**src/rtl/pof_pkg.sv**
```systemverilog
// Shared widths, codes and the settings record for the pixel output formatter.
package pof_pkg;
    parameter int COMP_W  = 12;
    parameter int LANE_W  = 16;
    parameter int N_LANES = 3;
    localparam int PIX_W  = N_LANES * COMP_W;
    localparam int OUT_W  = N_LANES * LANE_W;

    typedef enum logic [1:0] {FMT_RGB = 2'd0, FMT_YUV444 = 2'd1, FMT_YUV422 = 2'd2, FMT_RSVD = 2'd3} fmt_e;
    typedef enum logic [2:0] {ORD_RGB = 3'd0, ORD_GBR = 3'd1, ORD_BRG = 3'd2,
                              ORD_RBG = 3'd3, ORD_GRB = 3'd4, ORD_BGR = 3'd5} order_e;
    typedef enum logic [2:0] {MAP_RGB = 3'd0, MAP_CYCY = 3'd1, MAP_YCYC = 3'd2,
                              MAP_CY = 3'd3, MAP_YC = 3'd4} map_e;
    typedef enum logic [2:0] {DEP_8 = 3'd0, DEP_10 = 3'd1, DEP_12 = 3'd2, DEP_16 = 3'd3} depth_e;

    localparam logic [COMP_W-1:0] LIM_BOT_RST = COMP_W'(12'h010);
    localparam logic [COMP_W-1:0] LIM_TOP_RST = COMP_W'(12'hFE0);

    typedef struct packed {
        logic              in_swap;
        order_e            order;
        map_e              map;
        depth_e            depth;
        logic [COMP_W-1:0] y_lo;
        logic [COMP_W-1:0] y_hi;
        logic [COMP_W-1:0] c_lo;
        logic [COMP_W-1:0] c_hi;
    } fmt_cfg_t;

    function automatic fmt_cfg_t cfg_default();
        fmt_cfg_t c;
        c.in_swap = 1'b0;
        c.order   = ORD_RGB;
        c.map     = MAP_RGB;
        c.depth   = DEP_8;
        c.y_lo    = LIM_BOT_RST;
        c.y_hi    = LIM_TOP_RST;
        c.c_lo    = LIM_BOT_RST;
        c.c_hi    = LIM_TOP_RST;
        return c;
    endfunction
endpackage

```
**src/rtl/pof_cfg.sv**
```systemverilog
// Settings capture. Decodes the raw setting inputs, folds the colour-format
// overrides into swap/order, and loads the result only while soft_rst is high.
// Assumes the raw inputs are static outside soft reset; unlisted codes fall back.
module pof_cfg
    import pof_pkg::*;
(
    input  logic              clk,
    input  logic              rst_n,
    input  logic              soft_rst,
    input  logic [1:0]        cfg_fmt,
    input  logic              cfg_in_swap,
    input  logic [2:0]        cfg_order,
    input  logic [2:0]        cfg_map,
    input  logic [2:0]        cfg_depth,
    input  logic [COMP_W-1:0] cfg_y_lo,
    input  logic [COMP_W-1:0] cfg_y_hi,
    input  logic [COMP_W-1:0] cfg_c_lo,
    input  logic [COMP_W-1:0] cfg_c_hi,
    output fmt_cfg_t          cfg_q
);
    fmt_cfg_t cfg_d;

    // Decode raw codes into legal settings and apply format overrides.
    always_comb begin
        cfg_d.y_lo = cfg_y_lo;
        cfg_d.y_hi = cfg_y_hi;
        cfg_d.c_lo = cfg_c_lo;
        cfg_d.c_hi = cfg_c_hi;
        case (cfg_order)
            3'd0, 3'd1, 3'd2, 3'd3, 3'd4, 3'd5: cfg_d.order = order_e'(cfg_order);
            default:                            cfg_d.order = ORD_RGB;
        endcase
        case (cfg_map)
            3'd0, 3'd1, 3'd2, 3'd3, 3'd4: cfg_d.map = map_e'(cfg_map);
            default:                      cfg_d.map = MAP_RGB;
        endcase
        case (cfg_depth)
            3'd0, 3'd1, 3'd2, 3'd3: cfg_d.depth = depth_e'(cfg_depth);
            default:                cfg_d.depth = DEP_8;
        endcase
        cfg_d.in_swap = cfg_in_swap;
        case (fmt_e'(cfg_fmt))
            FMT_YUV444: begin
                cfg_d.in_swap = 1'b0;
                cfg_d.order   = ORD_BGR;
            end
            FMT_YUV422: begin
                cfg_d.in_swap = 1'b1;
                cfg_d.order   = ORD_RGB;
            end
            default: ;
        endcase
    end

    // Hold settings; load only during soft reset.
    always_ff @(posedge clk) begin
        if (!rst_n)        cfg_q <= cfg_default();
        else if (soft_rst) cfg_q <= cfg_d;
    end

    AST_CFG_HOLD: assert property (@(posedge clk) disable iff (!rst_n)
        !soft_rst |=> $stable(cfg_q));
endmodule

```
**src/rtl/pof_swizzle.sv**
```systemverilog
// Stage 1: red/blue input exchange, six-way component reorder, per-position
// clamping (lane 1 luma window, lanes 0 and 2 chroma window) and pixel parity.
// Assumes settings are stable while soft_rst is low.
module pof_swizzle
    import pof_pkg::*;
(
    input  logic                             clk,
    input  logic                             rst_n,
    input  logic                             soft_rst,
    input  fmt_cfg_t                         cfg,
    input  logic                             pix_de,
    input  logic [PIX_W-1:0]                 pix_data,
    output logic                             s1_de,
    output logic [N_LANES-1:0][COMP_W-1:0]   s1_lanes,
    output logic                             s1_odd
);
    logic [COMP_W-1:0]                 in_r, in_g, in_b;
    logic [COMP_W-1:0]                 sw_r, sw_b;
    logic [N_LANES-1:0][COMP_W-1:0]    ordered;
    logic [N_LANES-1:0][COMP_W-1:0]    clamped;
    logic                              prev_de, prev_odd, cur_odd;

    assign in_r = pix_data[3*COMP_W-1 -: COMP_W];
    assign in_g = pix_data[2*COMP_W-1 -: COMP_W];
    assign in_b = pix_data[COMP_W-1:0];
    assign sw_r = cfg.in_swap ? in_b : in_r;
    assign sw_b = cfg.in_swap ? in_r : in_b;

    // Place components on lanes {2,1,0} according to the order setting.
    always_comb begin
        case (cfg.order)
            ORD_GBR: ordered = {in_g, sw_b, sw_r};
            ORD_BRG: ordered = {sw_b, sw_r, in_g};
            ORD_RBG: ordered = {sw_r, sw_b, in_g};
            ORD_GRB: ordered = {in_g, sw_r, sw_b};
            ORD_BGR: ordered = {sw_b, in_g, sw_r};
            default: ordered = {sw_r, in_g, sw_b};
        endcase
    end

    // Clamp each lane into the window belonging to its position.
    for (genvar i = 0; i < N_LANES; i++) begin : g_clamp
        localparam bit IS_LUMA = (i == 1);
        logic [COMP_W-1:0] lo, hi;
        assign lo = IS_LUMA ? cfg.y_lo : cfg.c_lo;
        assign hi = IS_LUMA ? cfg.y_hi : cfg.c_hi;
        assign clamped[i] = (ordered[i] < lo) ? lo :
                            (ordered[i] > hi) ? hi : ordered[i];
    end

    // Parity restarts after any blank cycle.
    assign cur_odd = prev_de ? ~prev_odd : 1'b0;

    // Stage-1 pipeline register and parity tracking.
    always_ff @(posedge clk) begin
        if (!rst_n || soft_rst) begin
            s1_de    <= 1'b0;
            s1_lanes <= '0;
            s1_odd   <= 1'b0;
            prev_de  <= 1'b0;
            prev_odd <= 1'b0;
        end else begin
            s1_de    <= pix_de;
            s1_lanes <= clamped;
            s1_odd   <= cur_odd;
            prev_de  <= pix_de;
            if (pix_de) prev_odd <= cur_odd;
        end
    end

    AST_LUMA_WINDOW: assert property (@(posedge clk) disable iff (!rst_n)
        (s1_de && cfg.y_lo <= cfg.y_hi) |-> (s1_lanes[1] >= cfg.y_lo && s1_lanes[1] <= cfg.y_hi));
    AST_CHROMA_WINDOW: assert property (@(posedge clk) disable iff (!rst_n)
        (s1_de && cfg.c_lo <= cfg.c_hi) |-> (s1_lanes[0] >= cfg.c_lo && s1_lanes[0] <= cfg.c_hi &&
                                            s1_lanes[2] >= cfg.c_lo && s1_lanes[2] <= cfg.c_hi));
    AST_PARITY_START: assert property (@(posedge clk) disable iff (!rst_n)
        (s1_de && !$past(s1_de)) |-> !s1_odd);
    AST_PARITY_TOGGLE: assert property (@(posedge clk) disable iff (!rst_n)
        (s1_de && $past(s1_de)) |-> (s1_odd != $past(s1_odd)));
endmodule

```
**src/rtl/pof_pack.sv**
```systemverilog
// Stage 2: luma/chroma packing with parity-driven chroma choice, then placement
// of every component on its 16-bit lane at the selected depth. Blank beats
// output zero. Assumes lane 1 holds luma and lanes 0/2 hold chroma.
module pof_pack
    import pof_pkg::*;
(
    input  logic                             clk,
    input  logic                             rst_n,
    input  logic                             soft_rst,
    input  fmt_cfg_t                         cfg,
    input  logic                             s1_de,
    input  logic [N_LANES-1:0][COMP_W-1:0]   s1_lanes,
    input  logic                             s1_odd,
    output logic                             out_de,
    output logic [OUT_W-1:0]                 out_data
);
    logic [COMP_W-1:0]                 luma, chroma;
    logic [N_LANES-1:0][COMP_W-1:0]    placed;
    logic [N_LANES-1:0][LANE_W-1:0]    lane_out;

    // Put a component on a lane at the chosen depth, keeping its top bits.
    function automatic logic [LANE_W-1:0] to_lane(logic [COMP_W-1:0] v, depth_e d);
        case (d)
            DEP_10:  return LANE_W'(v[COMP_W-1 -: 10]);
            DEP_12:  return LANE_W'(v);
            DEP_16:  return {v, {(LANE_W-COMP_W){1'b0}}};
            default: return LANE_W'(v[COMP_W-1 -: 8]);
        endcase
    endfunction

    assign luma = s1_lanes[1];

    // Pick the chroma lane for this beat from parity and mapping phase.
    always_comb begin
        if (cfg.map == MAP_CY || cfg.map == MAP_YC)
            chroma = s1_odd ? s1_lanes[0] : s1_lanes[2];
        else
            chroma = s1_odd ? s1_lanes[2] : s1_lanes[0];
    end

    // Arrange samples across the lanes for the mapping mode.
    always_comb begin
        case (cfg.map)
            MAP_CYCY, MAP_CY: placed = {chroma, luma, {COMP_W{1'b0}}};
            MAP_YCYC, MAP_YC: placed = {luma, chroma, {COMP_W{1'b0}}};
            default:          placed = s1_lanes;
        endcase
    end

    for (genvar i = 0; i < N_LANES; i++) begin : g_lane
        assign lane_out[i] = to_lane(placed[i], cfg.depth);
    end

    // Output register; blank beats carry zero.
    always_ff @(posedge clk) begin
        if (!rst_n || soft_rst) begin
            out_de   <= 1'b0;
            out_data <= '0;
        end else begin
            out_de   <= s1_de;
            out_data <= s1_de ? lane_out : '0;
        end
    end

    AST_BLANK_ZERO: assert property (@(posedge clk) disable iff (!rst_n)
        !out_de |-> (out_data == '0));
    AST_PACK_PAD: assert property (@(posedge clk) disable iff (!rst_n)
        (out_de && cfg.map != MAP_RGB) |-> (out_data[LANE_W-1:0] == '0));
    AST_DEPTH8_HEADROOM: assert property (@(posedge clk) disable iff (!rst_n)
        (out_de && cfg.depth == DEP_8) |-> (out_data[LANE_W-1:8] == '0 &&
            out_data[2*LANE_W-1:LANE_W+8] == '0 && out_data[3*LANE_W-1:2*LANE_W+8] == '0));
endmodule

```
**src/rtl/pixel_out_formatter.sv**
```systemverilog
// Top: settings capture, stage-1 swizzle/clamp and stage-2 pack/depth.
// Two-cycle latency from pix_* to out_*; soft_rst flushes both stages.
module pixel_out_formatter
    import pof_pkg::*;
(
    input  logic              clk,
    input  logic              rst_n,
    input  logic              soft_rst,
    input  logic [1:0]        cfg_fmt,
    input  logic              cfg_in_swap,
    input  logic [2:0]        cfg_order,
    input  logic [2:0]        cfg_map,
    input  logic [2:0]        cfg_depth,
    input  logic [11:0]       cfg_y_lo,
    input  logic [11:0]       cfg_y_hi,
    input  logic [11:0]       cfg_c_lo,
    input  logic [11:0]       cfg_c_hi,
    input  logic              pix_de,
    input  logic [35:0]       pix_data,
    output logic              out_de,
    output logic [47:0]       out_data
);
    fmt_cfg_t                          cfg_q;
    logic                              s1_de, s1_odd;
    logic [N_LANES-1:0][COMP_W-1:0]    s1_lanes;
    logic [1:0]                        run_age;

    pof_cfg u_cfg (
        .clk(clk), .rst_n(rst_n), .soft_rst(soft_rst),
        .cfg_fmt(cfg_fmt), .cfg_in_swap(cfg_in_swap), .cfg_order(cfg_order),
        .cfg_map(cfg_map), .cfg_depth(cfg_depth),
        .cfg_y_lo(cfg_y_lo), .cfg_y_hi(cfg_y_hi), .cfg_c_lo(cfg_c_lo), .cfg_c_hi(cfg_c_hi),
        .cfg_q(cfg_q)
    );

    pof_swizzle u_swizzle (
        .clk(clk), .rst_n(rst_n), .soft_rst(soft_rst), .cfg(cfg_q),
        .pix_de(pix_de), .pix_data(pix_data),
        .s1_de(s1_de), .s1_lanes(s1_lanes), .s1_odd(s1_odd)
    );

    pof_pack u_pack (
        .clk(clk), .rst_n(rst_n), .soft_rst(soft_rst), .cfg(cfg_q),
        .s1_de(s1_de), .s1_lanes(s1_lanes), .s1_odd(s1_odd),
        .out_de(out_de), .out_data(out_data)
    );

    // Cycles of uninterrupted running, saturating at 2, for the latency check.
    always_ff @(posedge clk) begin
        if (!rst_n || soft_rst)    run_age <= 2'd0;
        else if (run_age != 2'd2)  run_age <= run_age + 2'd1;
    end

    AST_DE_DELAY: assert property (@(posedge clk) disable iff (!rst_n)
        (run_age == 2'd2) |-> (out_de == $past(pix_de, 2)));
    AST_SOFT_IDLE: assert property (@(posedge clk) disable iff (!rst_n)
        soft_rst |=> !out_de);
endmodule

```
**config.mk**
```make
export PLATFORM = sky130hd
export DESIGN_NAME = pixel_out_formatter
export DESIGN_NICKNAME = d
export VERILOG_FILES = /design/src/rtl/pof_pkg.sv /design/src/rtl/pof_cfg.sv /design/src/rtl/pof_swizzle.sv /design/src/rtl/pof_pack.sv /design/src/rtl/pixel_out_formatter.sv
export SDC_FILE = /design/constraint.sdc
export NUM_CORES = 1
export LEC_CHECK = 0
export ABC_AREA = 1
export ABC_CLOCK_PERIOD_IN_PS = 5370
export BUFFER_PORTS_ARGS = -buffer_cell sky130_fd_sc_hd__buf_2
export CAP_MARGIN = 20
export CORE_MARGIN = 3
export CORE_UTILIZATION = 50
export CTS_BUF_LIST = sky130_fd_sc_hd__clkbuf_4 sky130_fd_sc_hd__clkbuf_8 sky130_fd_sc_hd__clkbuf_16
export DETAILED_ROUTE_END_ITERATION = 6
export MAX_ROUTING_LAYER = met4
export PLACE_DENSITY = 0.74
export SYNTH_ARGS = -nofsm -noshare
export SYNTH_HDL_FRONTEND = slang
export SYNTH_SLANG_ARGS = --single-unit
```
**constraint.sdc**
```tcl
create_clock -name clk -period 5.37 [get_ports clk]
set_input_delay 1.3425 -clock clk [delete_from_list [all_inputs] [get_ports clk]]
set_output_delay 1.3425 -clock clk [all_outputs]
set_load 0.05 [all_outputs]
```
Word-level counts from Yosys, hierarchy flattened --
Index checks and enable logic that the tools add are counted. Widths: inputs -> output; s select.
Storage, ports and cells: bits of input ports 100, word-level logic and storage cells 83, output and inout bits 49, register bits after elaboration 146
Cells by class: order comparisons 6, bitwise gates (word level) 2, equal/unequal tests 26, multiplexer cells 21, reductions and logical operators 12
Operators with widths (count):
- $pmux 36 s5 | 1
- $pmux 16 s3 | 3
- $mux 12 | 11
- $pmux 36 s2 | 1
- $eq 3x2->1 const B | 12
- $gt 12x12->1 | 3
- $lt 12x12->1 | 3
- $eq 3x1->1 const B | 6
- $eq 3x3->1 const B | 6
- $logic_not 3->1 | 3
- $mux 3 | 3
- $pmux 4 s2 | 1
- $reduce_or 2->1 | 3
- $reduce_or 6->1 | 1
- $reduce_or 5->1 | 1
- $reduce_or 4->1 | 1
- $eq 2x1->1 const B | 1
- $eq 2x2->1 const B | 1
- $logic_or 1x1->1 | 2
- $not 1->1 | 2
- $logic_not 1->1 | 1
- $mux 1 | 1

Logic depth before layout (Yosys ltp) --
Gate-level depths: netlist of the first run.
depth in word-level cells 5, gate-level depth with buffers 22, mapped depth without buffers 19

By module --
Synthesis of the first run repeated with hierarchy kept, for this count alone.
Second synthesis, totals: cell total of the unflattened synthesis 1537, area total of the unflattened synthesis 9897.0 µm²
By module, submodules not included:
- pof_swizzle | times used 1, cells an instance 748, seq. area each 780.7 µm², area each 4615.7 µm²
- pof_pack | times used 1, cells an instance 518, seq. area each 980.9 µm², area each 3125.5 µm²
- pof_cfg | times used 1, cells an instance 271, seq. area each 1161.1 µm², area each 2155.8 µm²

Least setup slack after synthesis of the first run --
Ideal clock, no wire load.
path kind in2reg, from input port pix_data[5], to register u_swizzle.s1_lanes[10] in the netlist's numbering, slack 2.088 ns, setup time 0.064 ns, cell stages on the path 20, required time 5.306 ns, arrival 3.218 ns, buffers on the path 1, cell sequence nand2_1 o21a_1 inv_1 a22oi_1 o21ai_0 ha_1 nand2_1 inv_1 o21ai_0 nand2_1 nand2_1 nand3_1 nand2_1 clkbuf_1 nand2_1 o21ai_0 inv_1 nand2_1 nand2_1 nor2_1
On the way: longest elaborated chain between the ends 5, elaborated cells on any way between the ends 7, those cells by class order compare: 2; mux: 5
RTL lines:
- start, declared | line pixel_out_formatter.sv:19 | input logic [35:0] pix_data,
- $mux 12 (on tied branches) | line pof_swizzle.sv:27, pof_swizzle.sv:26
- $pmux 36 s5 * | line pof_swizzle.sv:31 | case (cfg.order)
- $gt 12x12->1 | line pof_swizzle.sv:48 | (ordered[i] > hi) ? hi : ordered[i];
- $mux 12 | line pof_swizzle.sv:48
- $mux 12 * | line pof_swizzle.sv:47 | assign clamped[i] = (ordered[i] < lo) ? lo :
- end signal, assigned | line pof_swizzle.sv:64 | s1_lanes <= clamped;
- end, declared | line pof_swizzle.sv:14 | output logic [N_LANES-1:0][COMP_W-1:0] s1_lanes,
Mark *: on every way between the ends. The rest lies on a longest branch, timed or not. A chain may end at the register's enable or synchronous reset.

Final worst setup path of the first run --
from input port pix_data[1], to register u_swizzle.s1_lanes[3] in the netlist's numbering
The elaborated chain is that of the path after synthesis.

==> results.toml, run 1 <==
[yosys]
synthesis.area_um2 = 9220
yosysSeqAreaShare = 0.317
synth_nets = 1599
ys_types = 36
synthDominantCellAreaShare = 0.317
synthTopCellsByArea = "dfxtp_1 32%, nand2_1 16%, ha_1 9.6%"
syn_inst = 1428
ys_ff_latch = 146
synth_most_common_cell = "nand2_1"
async_reset_ff_frac = 0
synth_common_cells = "392 x nand2_1, 225 x inv_1, 146 x dfxtp_1"
avgSynthCellArea_um2 = 6.46
synth_edf_count = 0
ys.warnings.count = 0
yosysTopAreaCell = "dfxtp_1"
synthFlopType = "dfxtp_1"

[critical_path]
crit_path_start_kind = "primary input"
reg2reg_to = "u_swizzle.s1_lanes[3]"
critPathRequiredTime_ps = 5730
reg2reg_slack_ps = 1830
path_max_fanout = 24
reg2regPathDepth = 17
worst-setup-path-type = "primary input to flop"
arrival_ps = 4070
r2r_start = "u_cfg.cfg_q[57]"
end_kind = "flop"

[min_path]
hold_depth = 1
min_path_type = "flop to flop"
min_to = "u_swizzle.s1_odd"
min_from = "u_swizzle.prev_odd"

[timing]
post-route-period-util = 0.691
tns_ps = 0
fmax_mhz = 269
skew_ps = 13.4
min_period_ps = 3710
hold_slack_ps = 419
setup_violations = 0
worst-slew-pin-transition_ps = 809
max-slew-margin-rel = 0.460
rsz0062_at_grt = "false"
hold_viol_final = 0
drv_slew = 0

[cells_and_area]
finish.utilization = 0.591
drive_gt1_frac = 0.135
fillCellCount = 1774
syn_to_final_growth_pct = 15.6
fin_nets = 1720

[detailed_routing]
wl_per_cell_um = 14.8
vias_per_cell = 5.33
ant_nets = 0
dr.first_iter.drc_count = 802
drc = 0
first_pass_iters = 6
drt-total-wl_mm = 26.5
vias = 9553

[power]
power.total_uw = 3250
peakVddDrop_mv = 0.241
power_density_nw_per_um2 = 305
leakagePower_uw = 0.00555

[die]
die_area_um2 = 20100
rows = 49
core_area_um2 = 18000
start_util = 0.512
io_pins = 149
die_height_um = 142
die_x_um = 142

[clock_tree]
ctsHoldBuffers = 0
clock_sinks = 146
cts_made_buffers = 17
ctsResizeCount = 0
clockBufferDepth = 2
root_buffer = "clkbuf_16"
cts_tree = "built"
worstSkewPairLatency_ps = 430
h-tree-depth = 4
clk_pin_slew_ps = 70
cts_setup_buffers = 0

[grt]
grt_util_all_layers = 0.268
grt_pass1_wl_mm = 42.5
grt_max_degree = 57
grt_pass1_vias = 8540
antenna_found_initial = 1
grt_overflow = 0

[status]
status = "completed"

[placed_design]
gp_congestion = 0.970
dpl.hpwl_mm = 20.7
place.port_buffers = 148

[job]
drv_cap = 0
-- layout by cell type, fill, tap and decap left out, drive strengths merged, types with 4 or more instances in the layout --
cell and n:
dfxtp 146, inv 232, nor2 140, buf 160, o221ai 29, nor3 7
clkinvlp 4, ha 71, o21bai 5, o32ai 4, o21a 20, clkinv 7
o22ai 12, a21oi 81, a22oi 4, nand3 76, nand4 11, o21ai 124
clkbuf 18, nand2 400
-- kinds of logic (layout without fill, tap and decap cells) --
logic type	after synthesis	count (layout)	share of synthesized area
buf+inv	287	421	0.123
other cells	0	1	0
flops	146	146	0.317
fa+ha+maj	71	71	0.0963
xor+xnor	1	1	0.00299
simple gates	634	634	0.277
compound gates	289	289	0.184
-- flip-flops by register name, summed over array words and instances (netlist names) --
register            cells
u_swizzle.s1_lanes     36
u_swizzle.s1_odd        1
u_cfg.cfg_q            58
u_swizzle.s1_de         1
u_pack.out_data        48
u_swizzle.prev_odd      1
u_pack.out_de           1
-- worst max path at each step --
stage	cells past startpoint	endpoint	slack [ps]	startpoint
final	16	u_swizzle.s1_lanes[3]	1660	pix_data[1]
after global routing	16	u_swizzle.s1_lanes[6]	1360	pix_data[1]
after CTS	14	u_swizzle.s1_lanes[27]	1800	pix_data[11]
after detailed placement	14	u_swizzle.s1_lanes[27]	1380	pix_data[11]
after global placement	14	u_swizzle.s1_lanes[27]	1390	pix_data[11]
after floorplan	20	u_swizzle.s1_lanes[10]	2090	pix_data[5]
-- worst max-delay path: stages --
cell and delay, ps:
buf_2 100, o21ai_0 360, o221ai_1 340, ha_1 370, inv_1 50, nor2_1 90, nor2_1 40, o21ai_0 140
nand3_1 90, nand3_1 70, nand2_1 350, o21ai_0 400, inv_1 80, nand2_1 80, nand2_1 60, nor2_1 100
-- per-stage QoR --
step	setup WS, ps	std cells	cell area, um2
CTS	1800	1791	10700
detailed placement	1380	1759	10100
floorplan	2090	1428	9220
finish	1660	1792	10700
global placement	1390	1758	10100
global route	1360	1792	10700
-- layout make-up --
class	instances	area [um2]	share of cell area
diodes	1	2.50	0.000235
well taps	229	287	0.0269
inverters	229	860	0.0807
multi-input cells	995	5170	0.486
repair buffers	160	851	0.0798
clock inverters	14	126	0.0119
clock buffers	18	433	0.0406
flip-flops and latches	146	2920	0.274
-- per-layer routing --
layer,GRT usage,vias to the layer above,wire length (um),part of all wire
li1,-,4847,-,-
met1,0.353,4240,12000,0.45
met2,0.419,419,11800,0.45
met3,0.0482,47,1900,0.072
met4,0.0884,0,787,0.030
met5,-,-,0,0
-- report_power, final --
group	internal, uW	switching, uW
Clock	610	502
Sequential	1150	28.9
Combinational	325	642
Note: power is estimated with default switching activity, not from simulation.
==> inputs of run 2 (changes only) <==
ABC_CLOCK_PERIOD_IN_PS = 3500   (was 5370)
clock period = 3.5 ns   (was 5.37 ns; I/O delays follow)
==> run 2 against run 1 <==
- combinational power up 56%
- cell count up 0.61%
- power up 61%
- largest cell class unchanged
- sequential power up 54%
- setup slack worse by 1400 ps
- core utilization up 0.76 points
- clock-buffer cell count up 2
- clock power up 75%
- sequential cell count unchanged
- die area unchanged
- non-clock buffer count up 12
- via count up 0.68%
==> results.toml, run 2 (synthesized netlist as in run 1, its figures left out) <==
[status]
status = "completed"

[critical_path]
end_kind = "flop"
worstPathCellList = "nor2_1 -> nor2_2 -> clkinv_1 -> o21ai_0 -> ha_1 -> a21oi_1 -> o21a_1 -> o221a_2 -> nand2_2 -> nand2_1 -> nand2_1 -> nor2_1"
max_stage_delay_ps = 570
critPathRequiredTime_ps = 3860
crit_slowest_cell = "o21ai_0"
arrival_ps = 3570
crit_path_start_kind = "flop"
worst-setup-path-type = "flop to flop"
path_max_fanout = 14

[timing]
fmax_mhz = 312
max-slew-margin-rel = 0.540
worst-slew-pin-transition_ps = 689
min_period_ps = 3210
tns_ps = 0
skew_ps = 10.2
rsz0062_at_grt = "false"
post-route-period-util = 0.917
hold_slack_ps = 421
setup_violations = 0
drv_slew = 0
hold_viol_final = 0

[die]
rows = 49
core_area_um2 = 18000
start_util = 0.512
die_height_um = 142
die_x_um = 142
die_area_um2 = 20100
io_pins = 149

[cells_and_area]
largest_reg_flops = 58
fin_nets = 1732
mostFrequentLayoutCells = "392 x nand2_1, 225 x inv_1, 148 x buf_2"
finish.utilization = 0.599
final_area_um2 = 10800
regMostFlops = "u_cfg.cfg_q"
fillCellCount = 1742
seqCellArea_um2 = 2920
multi_input_area_um2 = 5180
final_common_cell = "nand2_1"
top_regs = "u_cfg.cfg_q: 58 flops, u_pack.out_data: 48 flops, u_swizzle.s1_lanes: 36 flops"
drive_gt1_frac = 0.142
diodes = 0
finalNonFillerCells = 1803
syn_to_final_growth_pct = 17.1

[clock_tree]
cts_made_buffers = 17
h-tree-depth = 4
clk_pin_slew_ps = 60
root_buffer = "clkbuf_16"
ctsHoldBuffers = 0
worstSkewPairLatency_ps = 430
cts_setup_buffers = 0
clockBufferDepth = 2
cts_tree = "built"
clock_sinks = 146

[detailed_routing]
first_pass_iters = 6
vias_per_cell = 5.33
drc = 0
vias = 9618
ant_nets = 0
drt-total-wl_mm = 27.0
wl_per_cell_um = 15.0
dr.first_iter.drc_count = 915

[placed_design]
place_inst = 1771
place.port_buffers = 148
place_area_um2 = 10200
gp_congestion = 0.988
dpl.hpwl_mm = 20.8

[grt]
grt_pass1_wl_mm = 43.4
grt_util_all_layers = 0.275
grt_pass1_vias = 8738
grt_overflow = 0
grt_max_degree = 54
antenna_found_initial = 0

[power]
peakVddDrop_mv = 0.394
leakagePower_uw = 0.00563
power_density_nw_per_um2 = 486

[min_path]
min_path_type = "flop to flop"

[job]
drv_cap = 0
==> run 2: through the flow <==
step	setup WS [ps]	power, uW
after floorplan	686	2910
after global placement	216	3270
after detailed placement	155	3300
after CTS	318	5250
after global routing	9.71	5560
final	290	5250
==> run 2: what timing repair did <==
action / 4_1_cts / 5_1_grt
gates resized for setup: 0 / 1
endpoints found under the hold margin: 0 / 0
setup endpoints to repair: 0 / 3
==> run 2: per-layer routing <==
metal	vias to the layer above	wire (um)	track usage
li1	4858	-	-
met5	-	0	-
met1	4263	12000	0.360
met2	433	12000	0.427
met3	64	2080	0.0431
met4	0	936	0.110
==> run 2: area by class of cell <==
class	instances	share of cell area
multi-input combinational	995	0.480
sequential	146	0.271
timing repair buffer	172	0.0853
inverter	229	0.0796
clock buffer	20	0.0421
tap	229	0.0265
clock inverter	12	0.0158
==> run 2: final timing paths <==
kind / startpoint / end / slack (ps) / cells past startpoint
min: u_swizzle.prev_odd / u_swizzle.s1_odd / 420 / 1
max reg2reg: u_cfg.cfg_q[55] / u_swizzle.s1_lanes[11] / 290 / 12
max: u_cfg.cfg_q[55] / u_swizzle.s1_lanes[11] / 290 / 12
min reg2reg: u_swizzle.prev_odd / u_swizzle.s1_odd / 420 / 1
==> run 2: worst max-delay path: cells and delay by family, from the launching register on <==
| kind | cells | cell delay [ps] |
|---|---|---|
| compound gates | 4 | 1230 |
| simple gates | 6 | 800 |
| flops | 1 | 440 |
| fa+ha+maj | 1 | 360 |
| buf+inv | 1 | 290 |
==> run 2: where the power goes <==
group / switching (uW) / total [uW] / internal [uW]
Combinational: 995 / 1510 / 514
Clock: 766 / 1940 / 1170
Sequential: 42.4 / 1800 / 1760
==> inputs of run 3 (changes only) <==
ABC_AREA = not set   (was 1)
PLACE_DENSITY = 0.73   (was 0.74)
==> run 3 against run 2 <==
- sequential power increased by 3%
- synthesized cell count shrank 19%
- combinational power up 3%
- sequential cell count did not move
- cell count shrank 11%
- via count down 0.14%
- maximum frequency is 3.8% lower
- first-iteration DRC count decreased by 9.0%
==> results.toml, run 3 <==
[yosys]
synthFlopType = "dfxtp_1"
synth_most_common_cell = "dfxtp_1"
avgSynthCellArea_um2 = 8.50
synthTopCellsByArea = "dfxtp_1 30%, mux2i_1 10%, ha_1 9.1%"
synth_nets = 1325
yosysSeqAreaShare = 0.298
synth_common_cells = "146 x dfxtp_1, 123 x nand2_1, 102 x mux2i_1"
ys_types = 74
async_reset_ff_frac = 0
synthesis.area_um2 = 9810
synthDominantCellAreaShare = 0.298
yosysTopAreaCell = "dfxtp_1"
ys_ff_latch = 146
synth_edf_count = 0
syn_inst = 1154
ys.warnings.count = 0

[detailed_routing]
dr.first_iter.drc_count = 833
wl_per_cell_um = 19.4
first_pass_iters = 5
drt-total-wl_mm = 31.3
drc = 0
ant_nets = 0
vias = 9605
vias_per_cell = 5.97

[min_path]
min_path_type = "flop to flop"
hold_depth = 1

[placed_design]
dpl.hpwl_mm = 24.1
place_area_um2 = 11200
place.port_buffers = 148
gp_congestion = 1.00

[timing]
max-slew-margin-rel = 0.480
fmax_mhz = 300
min_period_ps = 3330
setup_violations = 0
rsz0062_at_grt = "true"
worst-slew-pin-transition_ps = 778
hold_viol_final = 0
skew_ps = 11.6
post-route-period-util = 0.953
drv_slew = 0

[cells_and_area]
drive_gt1_frac = 0.247
syn_to_final_growth_pct = 21.6
fin_nets = 1507
regMostFlops = "u_cfg.cfg_q"
mostFrequentLayoutCells = "147 x buf_2, 144 x dfxtp_1, 122 x nand2_1"
diodes = 0
final_area_um2 = 11900
largest_reg_flops = 58
finish.utilization = 0.628
final_common_cell = "buf_2"
top_regs = "u_cfg.cfg_q: 58 flops, u_pack.out_data: 48 flops, u_swizzle.s1_lanes: 36 flops"

[die]
die_height_um = 146
die_x_um = 146
start_util = 0.516
io_pins = 149
die_area_um2 = 21300
rows = 50
core_area_um2 = 19000

[grt]
grt_pass1_vias = 9107
grt_util_all_layers = 0.295
grt_pass1_wl_mm = 49.4
antenna_found_initial = 0
grt_overflow = 0
grt_max_degree = 51

[power]
leakagePower_uw = 0.00517
power_density_nw_per_um2 = 438
peakVddDrop_mv = 0.360
power.total_uw = 5230

[critical_path]
reg2regPathDepth = 12
worst-setup-path-type = "flop to flop"
path_max_fanout = 17
critPathRequiredTime_ps = 3840
arrival_ps = 3670
end_kind = "flop"
crit_path_start_kind = "flop"

[clock_tree]
h-tree-depth = 4
root_buffer = "clkbuf_16"
cts_made_buffers = 17
clockBufferDepth = 2
worstSkewPairLatency_ps = 440
cts_tree = "built"
clock_sinks = 146
clk_pin_slew_ps = 70
ctsHoldBuffers = 0

[status]
status = "completed"

[job]
drv_cap = 0
run 3: changes by cell type after synthesis, sizes merged, moves of 25 or more:
cell and delta:
nand2 -276, inv -162, mux2i +103, nor2 -87
o21ai -80, nand3 -67, a211oi +57, nor2b +51
o211ai +37, o2bb2ai +25
run 3: what timing repair did:
item	CTS	global route
cloned	0	2
resized for setup	2	16
pin swaps	0	1
buffers inserted	0	2
endpoints found under the setup margin	12	35
run 3: report_power, final:
| part | leakage [uW] | internal, uW | total [uW] | switching [uW] |
|---|---|---|---|---|
| logic | 0.00369 | 685 | 1550 | 863 |
| registers | 0.00119 | 1750 | 1860 | 114 |
| clock network | 0.000286 | 957 | 1820 | 859 |
run 3: path summary, 6_finish.rpt:
path / startpoint / to / slack [ps]
worst min-delay path: u_swizzle.prev_odd / u_swizzle.s1_odd / 460
worst max-delay path: u_cfg.cfg_q[55] / u_swizzle.s1_lanes[26] / 170
worst min register to register: u_swizzle.prev_odd / u_swizzle.s1_odd / 460
worst max register to register: u_cfg.cfg_q[55] / u_swizzle.s1_lanes[26] / 170
run 3: logic make-up after synthesis:
kind of cell | count (synthesis) | synth area share
flops | 146 | 0.298
buf+inv | 141 | 0.0635
simple gates | 320 | 0.162
fa+ha+maj | 71 | 0.0905
mux | 121 | 0.126
xor+xnor | 5 | 0.00714
compound gates | 350 | 0.253
run 3: final cells by class:
class	instances	area (um2)
fill	1699	7080
multi-input combinational	867	6340
sequential	146	2930
timing repair buffer	239	1510
clock buffer	17	425
tap	260	325
inverter	65	248
clock inverter	15	160
run 3: critical path, cell delays in order, from the launching register on:
cell       delay [ps]
dfxtp_1           480
nand2b_1          210
buf_4             280
a211oi_1           70
a211o_1           300
ha_1              310
and3_1            200
a221o_1           340
a221o_1           350
o21ai_2           190
buf_4             210
mux2i_1           220
o2bb2ai_1          70
run 3: through the flow:
step | instances | setup TNS [ps] | worst slack, ps | hold slack, ps
finish | 1609 | 0 | 165 | 458
global route | 1609 | -1.19 | -1.19 | 472
CTS | 1605 | 0 | 18.4 | 449
detailed placement | 1573 | -4410 | -231 | 421
global placement | 1573 | -2820 | -107 | 418
floorplan | 1154 | 0 | 62.5 | 402
run 3: per-layer routing:
metal / global-route usage / routed length (um) / vias up
li1: - / - / 4643
met4: 0.0922 / 896 / 0
met3: 0.0649 / 2140 / 56
met2: 0.452 / 14300 / 433
met5: - / 0 / -
met1: 0.390 / 14000 / 4473
